--- src/rtl/tmr_pkg.sv ---
package tmr_pkg;
   localparam int BUS_W        = 32;
   localparam int OFS_W        = 6;
   localparam logic [OFS_W-1:0] OFS_STAT = 6'h00;
   localparam logic [OFS_W-1:0] OFS_CNT  = 6'h04;
   localparam logic [OFS_W-1:0] OFS_CTRL = 6'h10;
   localparam logic [OFS_W-1:0] OFS_CFG  = 6'h20;
   localparam logic [OFS_W-1:0] OFS_DIV  = 6'h24;
   localparam logic [OFS_W-1:0] OFS_LOAD = 6'h28;

   typedef struct packed {
      logic             wr;
      logic [OFS_W-1:0] ofs;
      logic [BUS_W-1:0] wdata;
   } ch_req_t;
endpackage

--- src/rtl/tmr_prescale.sv ---
module tmr_prescale #(
   parameter int DIV_W = 16
) (
   input  logic             clk,
   input  logic             rst_n,
   input  logic             run,
   input  logic             restart,
   input  logic [DIV_W-1:0] div,
   output logic             tick
);
   logic [DIV_W-1:0] pcnt;
   logic             term;

   assign term = (pcnt >= div);
   assign tick = run && !restart && term;

   always_ff @(posedge clk or negedge rst_n) begin
      if (!rst_n)       pcnt <= '0;
      else if (restart) pcnt <= '0;
      else if (run)     pcnt <= term ? '0 : pcnt + 1'b1;
   end

   // with a nonzero divider two ticks never come back to back
   p_tick_gap_r6: assert property (@(posedge clk) disable iff (!rst_n)
      (tick && div != '0) |=> (!tick || div != $past(div)));
endmodule

--- src/rtl/tmr_channel.sv ---
module tmr_channel
   import tmr_pkg::*;
#(
   parameter int CNT_W       = 32,
   parameter int DIV_W       = 16,
   parameter bit PRESCALE_EN = 1'b1
) (
   input  logic             clk,
   input  logic             rst_n,
   input  ch_req_t          req,
   output logic [BUS_W-1:0] rdata,
   output logic             irq
);
   logic             flag, running, cfg_en, cfg_ie;
   logic [CNT_W-1:0] count, load;
   logic             wr_stat, wr_ctrl, wr_cfg, wr_load;
   logic             ctrl_rst, count_en, tick, wrap, clr;
   logic [BUS_W-1:0] div_rd;

   assign wr_stat  = req.wr && (req.ofs == OFS_STAT);
   assign wr_ctrl  = req.wr && (req.ofs == OFS_CTRL);
   assign wr_cfg   = req.wr && (req.ofs == OFS_CFG);
   assign wr_load  = req.wr && (req.ofs == OFS_LOAD);
   assign ctrl_rst = wr_ctrl && req.wdata[0];
   assign clr      = wr_stat && req.wdata[0];
   assign count_en = running && cfg_en;
   assign wrap     = tick && (count == {CNT_W{1'b1}});

   generate
      if (PRESCALE_EN) begin : g_pre
         logic [DIV_W-1:0] divr;
         always_ff @(posedge clk or negedge rst_n) begin
            if (!rst_n)                              divr <= '0;
            else if (req.wr && req.ofs == OFS_DIV)   divr <= req.wdata[DIV_W-1:0];
         end
         assign div_rd = BUS_W'(divr);
         tmr_prescale #(.DIV_W(DIV_W)) i_pre (
            .clk(clk), .rst_n(rst_n), .run(count_en), .restart(ctrl_rst),
            .div(divr), .tick(tick));
      end else begin : g_nopre
         assign div_rd = '0;
         assign tick   = count_en && !ctrl_rst;
      end
   endgenerate

   always_ff @(posedge clk or negedge rst_n) begin
      if (!rst_n) begin
         running <= 1'b0;
         cfg_en  <= 1'b0;
         cfg_ie  <= 1'b0;
         load    <= '0;
      end else begin
         if (wr_ctrl) running <= req.wdata[1] && !req.wdata[0];
         if (wr_cfg) begin
            cfg_en <= req.wdata[0];
            cfg_ie <= req.wdata[1];
         end
         if (wr_load) load <= req.wdata[CNT_W-1:0];
      end
   end

   always_ff @(posedge clk or negedge rst_n) begin
      if (!rst_n)        count <= '0;
      else if (ctrl_rst) count <= load;
      else if (tick)     count <= count + 1'b1;
   end

   always_ff @(posedge clk or negedge rst_n) begin
      if (!rst_n)    flag <= 1'b0;
      else if (wrap) flag <= 1'b1;
      else if (clr)  flag <= 1'b0;
   end

   assign irq = flag && cfg_ie && cfg_en;

   always_comb begin
      unique case (req.ofs)
         OFS_STAT: rdata = {{(BUS_W-1){1'b0}}, flag};
         OFS_CNT:  rdata = BUS_W'(count);
         OFS_CTRL: rdata = {{(BUS_W-2){1'b0}}, running, 1'b0};
         OFS_CFG:  rdata = {{(BUS_W-2){1'b0}}, cfg_ie, cfg_en};
         OFS_DIV:  rdata = div_rd;
         OFS_LOAD: rdata = BUS_W'(load);
         default:  rdata = '0;
      endcase
   end

   p_ovf_wrap_r8: assert property (@(posedge clk) disable iff (!rst_n)
      wrap |=> (count == '0 && flag));
   p_ovf_wins_r10: assert property (@(posedge clk) disable iff (!rst_n)
      (wrap && clr) |=> flag);
   p_flag_sticky_r9: assert property (@(posedge clk) disable iff (!rst_n)
      (flag && !clr) |=> flag);
   p_reset_load_r4: assert property (@(posedge clk) disable iff (!rst_n)
      ctrl_rst |=> (count == $past(load) && !running));
   p_hold_r5: assert property (@(posedge clk) disable iff (!rst_n)
      (!tick && !ctrl_rst) |=> $stable(count));
   p_need_enable_r7: assert property (@(posedge clk) disable iff (!rst_n)
      !cfg_en |-> !tick);
endmodule

--- src/rtl/ovf_timer_top.sv ---
module ovf_timer_top
   import tmr_pkg::*;
#(
   parameter int NUM_CH      = 2,
   parameter int ADDR_W      = 7,
   parameter int CNT_W       = 32,
   parameter int DIV_W       = 16,
   parameter bit PRESCALE_EN = 1'b1
) (
   input  logic              clk,
   input  logic              rst_n,
   input  logic              bus_sel,
   input  logic              bus_we,
   input  logic [ADDR_W-1:0] bus_addr,
   input  logic [BUS_W-1:0]  bus_wdata,
   output logic [BUS_W-1:0]  bus_rdata,
   output logic [NUM_CH-1:0] irq
);
   localparam int CH_IDX_W = ADDR_W - OFS_W;

   generate
      if (ADDR_W <= OFS_W || CH_IDX_W < $clog2(NUM_CH))
         $error("ovf_timer_top: ADDR_W too small for NUM_CH channels");
      if (CNT_W < 2 || CNT_W > BUS_W)
         $error("ovf_timer_top: CNT_W must be 2..32");
      if (DIV_W < 1 || DIV_W > BUS_W)
         $error("ovf_timer_top: DIV_W must be 1..32");
   endgenerate

   logic [CH_IDX_W-1:0] ch_idx;
   logic [BUS_W-1:0]    ch_rdata [NUM_CH];

   assign ch_idx = bus_addr[ADDR_W-1:OFS_W];

   generate
      for (genvar g = 0; g < NUM_CH; g++) begin : g_ch
         ch_req_t req;
         assign req.wr    = bus_sel && bus_we && (ch_idx == CH_IDX_W'(g));
         assign req.ofs   = bus_addr[OFS_W-1:0];
         assign req.wdata = bus_wdata;
         tmr_channel #(.CNT_W(CNT_W), .DIV_W(DIV_W), .PRESCALE_EN(PRESCALE_EN)) i_ch (
            .clk(clk), .rst_n(rst_n), .req(req), .rdata(ch_rdata[g]), .irq(irq[g]));
      end
   endgenerate

   always_comb begin
      bus_rdata = '0;
      for (int c = 0; c < NUM_CH; c++)
         if (bus_sel && ch_idx == CH_IDX_W'(c)) bus_rdata = ch_rdata[c];
   end

   // interrupts are low in the first cycle after reset
   p_irq_reset_r1: assert property (@(posedge clk) disable iff (!rst_n)
      $rose(rst_n) |-> (irq == '0));
endmodule

--- config.mk ---
export PLATFORM = sky130hd
export DESIGN_NAME = ovf_timer_top
export DESIGN_NICKNAME = d
export VERILOG_FILES = /design/src/rtl/tmr_pkg.sv /design/src/rtl/tmr_prescale.sv /design/src/rtl/tmr_channel.sv /design/src/rtl/ovf_timer_top.sv
export SDC_FILE = /design/constraint.sdc
export NUM_CORES = 1
export LEC_CHECK = 0
export ABC_AREA = 1
export BUFFER_PORTS_ARGS = -buffer_cell sky130_fd_sc_hd__buf_2
export CORE_UTILIZATION = 56
export DETAILED_ROUTE_END_ITERATION = 7
export GPL_TIMING_DRIVEN = 0
export MAX_ROUTING_LAYER = met4
export PLACE_DENSITY = 0.77
export REMOVE_ABC_BUFFERS = 1
export SYNTH_ARGS = -nofsm -noshare
export SYNTH_HDL_FRONTEND = slang
export SYNTH_HIERARCHICAL = 1
export SYNTH_SLANG_ARGS = --single-unit
--- constraint.sdc ---
create_clock -name clk -period 2.3 [get_ports clk]
set_input_delay 0.345 -clock clk [delete_from_list [all_inputs] [get_ports clk]]
set_output_delay 0.345 -clock clk [all_outputs]
set_load 0.01 [all_outputs]
==> reports/metrics.yaml, run 1 <==
fmax_mhz: 402
wl_um: 44800
setup_violations: 33
crit_path_max_incr_delay_ps: 450
avgSynthCellArea_um2: 6.85
grt-ovfl-total: 0
num_rows: 56
final_cell_mix: "nand2_1 (757), dfrtp_1 (193), nand3_1 (188), inv_1 (181), nor2_1 (173)"
fin_worst_skew_ps: 14.9
setup_ws_ps: -186
power.leakage_nw: 7.74
cts_tree: "done"
grt_max_degree: 109
die_y_um: 158
critPathCaptureType: "flip-flop"
synthAdderAreaFrac: 0.0329
final_area_um2: 15900
violations: "setup timing"
die-area_um2: 25100
place_congestion: 1.01
antennaDiodeCount: 0
nNetsFinal: 2186
cts_sinks: 200
antenna_left: 0
coreArea_um2: 23800
ys_warn_count: 6
grtUsageTotal: 0.365
hold_path.class: "in -> reg"
cp_cell_sequence: "ha_1, nand2_1, o21bai_2, a21oi_4, nor2_4, a21oi_4, inv_2, nor2_4, nand3b_1, buf_4, xor2_1, nand2_1, nand2_1"
critical_path_class: "reg -> reg"
placed_cell_area_um2: 14000
arrival_ps: 2810
portBuffers: 76
clockBufferDepth: 2
tightest_slew_ps: 1450
rsz0062_at_grt: "yes"
slew_violations: 0
path_clk_slew_ps: 80
synthDistinctLibCells: 39
critPathMaxFanout: 6
finalHoldViolCount: 0
ioPinCount: 77
syn_area_um2: 13700
syn_to_final_growth_pct: 16.3
cp.required_ps: 2630
path_common_cell: "nand2_1"
drt_iter0_drc: 1584
synth_compound_area_frac: 0.0854
maxCapViolCount: 0
cp-start-kind: "flip-flop"
vdd_drop_max_mv: 0.591
antenna_found_initial: 0
drtPass1Iterations: 6
status: "finished with violations"
cts_max_level: 4
min_period_ps: 2490
vias: 14100
final.period_utilization: 1.08
ys_ff_latch: 200
drive_gt1_frac: 0.187
tns_ps: -3580
start_util: 0.576
slowest_stage: "dfrtp_1"
netlist_instances: 2000
synth_xor_area_frac: 0.0166
holdWs_ps: 164
finalNonFillerCells: 2439
insertion_delay_ps: 450
post_drt_via_cell_ratio: 5.77
synth_top_family_by_area: "simple AND/OR/NAND/NOR gates"
layout_commonest_cell: "nand2_1"
drc: 0
wire_per_inst_um: 18.4
power_density_nw_per_um2: 475
place_inst: 2328
cts-root-buf: "clkbuf_16"
die-width_um: 158
detailed_place_hpwl_um: 28000
grt_pass1_wl_um: 67600
slew-limit-headroom: 0.0297
synthSimpleGateAreaFrac: 0.404
numCtsBuffers: 17
grt_pass1_vias: 12600
yosysSeqAreaShare: 0.366
synthMuxAreaShare: 0
==> path summary, 6_finish.rpt <==
| path | startpoint | endpoint | slack [ps] | depth (start not counted) |
|---|---|---|---|---|
| min | bus_wdata[31] | g_ch[1].i_ch/load[31] | 160 | 3 |
| max | g_ch[0].i_ch/g_pre.i_pre/pcnt[10] | g_ch[0].i_ch/count[8] | -190 | 13 |
| min in group asynchronous | rst_n | g_ch[0].i_ch/load[20] | 520 | 2 |
| min reg2reg | g_ch[0].i_ch/load[5] | g_ch[0].i_ch/load[5] | 500 | 2 |
| max reg2reg | g_ch[0].i_ch/g_pre.i_pre/pcnt[10] | g_ch[0].i_ch/count[8] | -190 | 13 |
| max in group asynchronous | rst_n | g_ch[1].i_ch/g_pre.i_pre/pcnt[10] | 680 | 3 |
==> area by class of cell <==
class	instances	area, um2
clock buffer	17	425
clock inverter	15	159
fill	1956	7830
inverter	203	810
multi-input combinational	1529	7870
sequential	200	5010
tap	319	399
timing repair buffer	150	1210
timing repair inverter	6	43.8
==> synthesized netlist by cell type, drive strengths merged <==
cell | instances | area, um2
a21oi | 34 | 170
a22oi | 12 | 90.1
and2 | 2 | 12.5
buf | 64 | 512
clkbuf | 8 | 30.0
clkinv | 2 | 7.51
dfrtp | 200 | 5000
ha | 36 | 450
inv | 201 | 757
nand2 | 795 | 3040
nand3 | 236 | 1360
nand3b | 4 | 30.0
nand4 | 12 | 75.1
nor2 | 212 | 906
nor3 | 8 | 62.6
nor4 | 2 | 42.5
o211ai | 6 | 45.0
o21a | 4 | 30.0
o21ai | 122 | 731
o21bai | 2 | 15.0
o221ai | 4 | 35.0
o22ai | 6 | 37.5
o31ai | 2 | 15.0
xnor2 | 4 | 35.0
xor2 | 22 | 193
==> state kept, by name, summed over array words and instances (netlist names) <==
signal	flops
g_ch.i_ch/cfg_en	2
g_ch.i_ch/g_pre.i_pre/pcnt	32
g_ch.i_ch/running	2
g_ch.i_ch/cfg_ie	2
g_ch.i_ch/flag	2
g_ch.i_ch/load	64
g_ch.i_ch/count	64
g_ch.i_ch/g_pre.divr	32
==> where the power goes <==
part	internal (mW)	switching (mW)	leakage [nW]
Sequential	3.62	0.0942	2.68
Clock	1.55	1.56	0.293
Combinational	0.220	0.529	4.77
==> critical path, delay by kind of cell (launching register included) <==
| kind | cells | cell delay [ps] |
|---|---|---|
| XOR/XNOR | 1 | 140 |
| AO/OA/AOI/OAI | 3 | 600 |
| buffers and inverters | 2 | 290 |
| adder cells (fa/ha/maj) | 1 | 310 |
| AND/OR/NAND/NOR | 6 | 580 |
| flip-flops | 1 | 450 |
==> logic make-up (layout without fill, tap and decap cells) <==
family	Yosys count	after routing
simple gates	1271	1275
fa+ha+maj	36	36
xor+xnor	26	26
compound gates	192	192
buf+inv	275	391
flops	200	200
==> routing by layer <==
metal	share of wire	up-vias	global-route usage
met4	0.064	0	0.178
met5	0	-	-
met2	0.47	693	0.593
li1	-	6575	-
met3	0.076	171	0.0550
met1	0.39	6622	0.446
==> stage by stage <==
step                      setup WS, ps  utilization  power [mW]
after floorplan                  -1330            -        4.07
after global placement           -4300        0.586        4.34
after detailed placement         -3530        0.591        4.37
after CTS                         -181        0.644        7.53
after global routing              -291        0.670        7.80
final                             -186        0.670        7.57
==> repair_timing <==
action | CTS | global route
hold buffers | 1 | 0
endpoints found under the setup margin | 232 | 94
resized for setup | 71 | 84
pin swaps | 31 | 31
endpoints found under the hold margin | 92 | 0
setup buffers | 38 | 27
gates cloned | 7 | 8
Power figures use the tool's default switching activity.
==> run 2, diff against run 1 <==
--- a/config.mk
+++ b/config.mk
@@ -6,14 +6,13 @@
 export NUM_CORES = 1
 export LEC_CHECK = 0
 export ABC_AREA = 1
+export ABC_CLOCK_PERIOD_IN_PS = 2300
 export BUFFER_PORTS_ARGS = -buffer_cell sky130_fd_sc_hd__buf_2
 export CORE_UTILIZATION = 56
 export DETAILED_ROUTE_END_ITERATION = 7
 export GPL_TIMING_DRIVEN = 0
-export MAX_ROUTING_LAYER = met4
 export PLACE_DENSITY = 0.77
 export REMOVE_ABC_BUFFERS = 1
 export SYNTH_ARGS = -nofsm -noshare
 export SYNTH_HDL_FRONTEND = slang
-export SYNTH_HIERARCHICAL = 1
 export SYNTH_SLANG_ARGS = --single-unit
==> run 2 against run 1 <==
Effect of this change: hold slack improved by 12 ps; critical endpoint is now bus_rdata[7]; sequential share of layout area grew 2.6 points; sequential power fell by 1%; register-to-register slack gained 350 ps; global-route usage fell by 0.22 points; the flow still finishes with violations (setup timing); via count decreased by 4.8%; final area fell by 7.6%; largest cell class unchanged.
==> reports/metrics.yaml, run 2 <==
grt-ovfl-total: 0  # unchanged
pwr-share-seq: 0.487  # was 0.490
drc: 0  # unchanged
power_frac_comb: 0.083  # was 0.099
synth_top_area_frac: 0.392  # was 0.366
synth-edff-count: 0  # unchanged
detailed_place_hpwl_um: 27200  # was 28000 um
worstHoldPathCells: 3  # unchanged
power_density_nw_per_um2: 513  # was 475 nW/um2
slew-limit-headroom: 0.289  # was 0.0297
arrival_ps: 2060  # was 2810 ps
power.leakage_nw: 6.88  # was 7.74 nW
antenna_found_initial: 1  # was 0
setup_ws_ps: -103  # was -186 ps
vias: 13400  # was 14100
synth_commonest_cells: "nand2_1 (747), dfrtp_1 (200), o21ai_0 (195)"  # was nand2_1 (779), dfrtp_1 (200), nand3_1 (200)
r2r_slack_ps: 160  # was -190 ps
clkPwrFrac: 0.429  # was 0.411
setup_violations: 13  # was 33
ys_ff_latch: 200  # unchanged
min_period_ps: 2400  # was 2490 ps
coreArea_um2: 22100  # was 23800 um2
avgSynthCellArea_um2: 6.78  # was 6.85 um2
violations: "setup timing"  # unchanged
fin_worst_skew_ps: 14.5  # was 14.9 ps
vdd_drop_max_mv: 0.375  # was 0.591 mV
rr_startpoint: "g_ch[1].i_ch.g_pre.i_pre.pcnt[7]"  # was g_ch[0].i_ch/g_pre.i_pre/pcnt[10]
r2r_cells: 13  # unchanged
clockBufferDepth: 2  # unchanged
holdWs_ps: 176  # was 164 ps
slew_violations: 0  # unchanged
p_total_mw: 7.54  # was 7.57 mW
grt_pass1_vias: 12200  # was 12600
wl_um: 43800  # was 44800 um
antennaDiodeCount: 0  # unchanged
yosys.area.top_type: "dfrtp_1"  # unchanged
die-width_um: 153  # was 158 um
synthTopCellsByArea: "dfrtp_1 (39%), nand2_1 (22%), o21ai_0 (7.6%), inv_1 (4.8%), nand3_1 (4.2%)"  # was dfrtp_1 (37%), nand2_1 (21%), nand3_1 (7.3%), inv_1 (5.3%), nor2_1 (5.3%)
cts_sinks: 200  # unchanged
largest_registers: "g_ch.i_ch.count x64, g_ch.i_ch.load x64"  # was g_ch.i_ch/count x64, g_ch.i_ch/load x64
rsz0062_at_grt: "yes"  # unchanged
critical_path_class: "in -> out"  # was reg -> reg
power.internal_mw: 5.52  # was 5.39 mW
final.period_utilization: 1.04  # was 1.08
drtPass1Iterations: 6  # unchanged
ioPinCount: 77  # unchanged
p_sw_mw: 2.02  # was 2.18 mW
final_core_util: 0.666  # was 0.670
post_drt_via_cell_ratio: 5.94  # was 5.77
yosysSeqAreaShare: 0.392  # was 0.366
cp.required_ps: 1960  # was 2630 ps
grtUsageTotal: 0.363  # was 0.365
path_clk_slew_ps: 80  # about the same
grt_pass1_wl_um: 65800  # was 67600 um
nNetsFinal: 2039  # was 2186
ys.flop_type: "dfrtp_1"  # unchanged
numCtsBuffers: 17  # unchanged
cts_tree: "done"  # unchanged
fmax_mhz: 416  # was 402 MHz
hold_end: "g_ch[0].i_ch.load[16]"  # was g_ch[1].i_ch/load[31]
num_rows: 54  # was 56
start_util: 0.578  # was 0.576
status: "finished with violations"  # unchanged
die_y_um: 153  # was 158 um
insertion_delay_ps: 450  # about the same
final_cell_mix: "nand2_1 (737), dfrtp_1 (197), o21ai_0 (184), inv_1 (158), nor2_1 (131)"  # was nand2_1 (757), dfrtp_1 (193), nand3_1 (188), inv_1 (181), nor2_1 (173)
final_area_um2: 14700  # was 15900 um2
ys_warn_count: 0  # was 6
drt_iter0_drc: 1573  # was 1584
cts-root-buf: "clkbuf_16"  # unchanged
netlist_instances: 1885  # was 2000
min_from: "bus_wdata[16]"  # was bus_wdata[31]
r2r-end: "g_ch[1].i_ch.count[3]"  # was g_ch[0].i_ch/count[8]
syn_to_final_growth_pct: 15.1  # was 16.3%
hold_path.class: "in -> reg"  # unchanged
portBuffers: 76  # unchanged
syn_area_um2: 12800  # was 13700 um2
drive_gt1_frac: 0.113  # was 0.187
die-area_um2: 23400  # was 25100 um2
layout_commonest_cell: "nand2_1"  # unchanged
maxCapViolCount: 0  # unchanged
synth_async_sr_flop_share: 1.00  # unchanged
critPathMaxFanout: 8  # was 6
cp-start-kind: "input port"  # was flip-flop
placed_cell_area_um2: 13300  # was 14000 um2
place_congestion: 0.945  # was 1.01
synthDistinctLibCells: 36  # was 39
antenna_left: 0  # unchanged
critPathCaptureType: "output port"  # was flip-flop
tightest_slew_ps: 1060  # was 1450 ps
tns_ps: -607  # was -3580 ps
cts_max_level: 4  # unchanged
finalHoldViolCount: 0  # unchanged
wire_per_inst_um: 19.4  # was 18.4 um
swShare: 0.268  # was 0.288
yosysMostFrequentCell: "nand2_1"  # unchanged
grt_max_degree: 80  # was 109
-- run 2: cell count changes after synthesis, sizes merged, moves of 36 or more --
| cell | previous run | this run |
|---|---|---|
| inv | 201 | 165 |
| nor2 | 212 | 145 |
| buf | 64 | 25 |
| clkbuf | 8 | 51 |
| nand2 | 795 | 751 |
| nand3 | 236 | 110 |
| o21ai | 122 | 197 |
-- run 2: worst max-delay path by stage --
stage                start                     to  cells past startpoint
2_1_floorplan  bus_addr[1]   g_ch[0].i_ch.load[0]                      5
3_3_place_gp   bus_addr[5]  g_ch[1].i_ch.load[31]                      7
3_5_place_dp   bus_addr[6]  g_ch[1].i_ch.count[3]                     10
4_1_cts        bus_addr[0]           bus_rdata[9]                     11
5_1_grt        bus_addr[1]          bus_rdata[14]                     11
6_report       bus_addr[1]           bus_rdata[7]                     10
-- run 2: cell type report --
cell class	instances	area [um2]
multi-input cells	1452	7210
well taps	280	350
inverters	168	678
flip-flops and latches	200	5010
clock inverters	15	191
fillers	1912	7390
repair inverters	5	43.8
repair buffers	116	796
clock buffers	17	425
-- run 2: metal layers --
layer | track usage | up-vias | wire length [um] | part of all wire
li1 | - | 6239 | - | -
met1 | 0.487 | 6259 | 17600 | 0.40
met2 | 0.568 | 720 | 19900 | 0.45
met3 | 0.0666 | 162 | 3890 | 0.089
met4 | 0.175 | 0 | 2370 | 0.054
met5 | 0 | - | 0 | 0
-- run 2: timing repair --
| item | 4_1_cts | 5_1_grt |
|---|---|---|
| buffers inserted | 27 | 8 |
| hold endpoints to repair | 45 | 0 |
| gates cloned | 9 | 7 |
| resized for setup | 55 | 44 |
| hold buffers | 1 | 0 |
| pin swaps | 11 | 12 |
| setup endpoints to repair | 210 | 104 |
-- run 2: power groups by stage --
stage          sequential [mW]  clock, mW  combinational [mW]
3_3_place_gp              3.74          0               0.474
2_1_floorplan             3.72          0               0.262
4_1_cts                   3.67       3.24               0.562
3_5_place_dp              3.74          0               0.504
6_report                  3.67       3.24               0.629
5_1_grt                   3.68       3.38               0.692
-- run 2: metrics by stage --
step                instances  worst slack (ps)
finish                   2253              -103
global route             2253              -114
CTS                      2238             -17.6
global placement         2165             -2700
detailed placement       2169             -2350
floorplan                1809              -653
-- run 2: critical path, stage by stage --
cell and delay, ps:
buf_2 120, nor2_4 160, buf_4 150, nand4_1 100
buf_4 220, buf_4 220, o22ai_1 210, a21oi_1 80
o21ai_0 260, buf_2 190
-- run 2: kinds of logic (layout without fill, tap and decap cells) --
group,count (synthesis),in the layout,synth area share
compound gates,295,295,0.127
xor+xnor,46,46,0.0315
fa+ha+maj,36,36,0.0352
buf+inv,244,321,0.0746
flops,200,200,0.392
simple gates,1064,1075,0.340
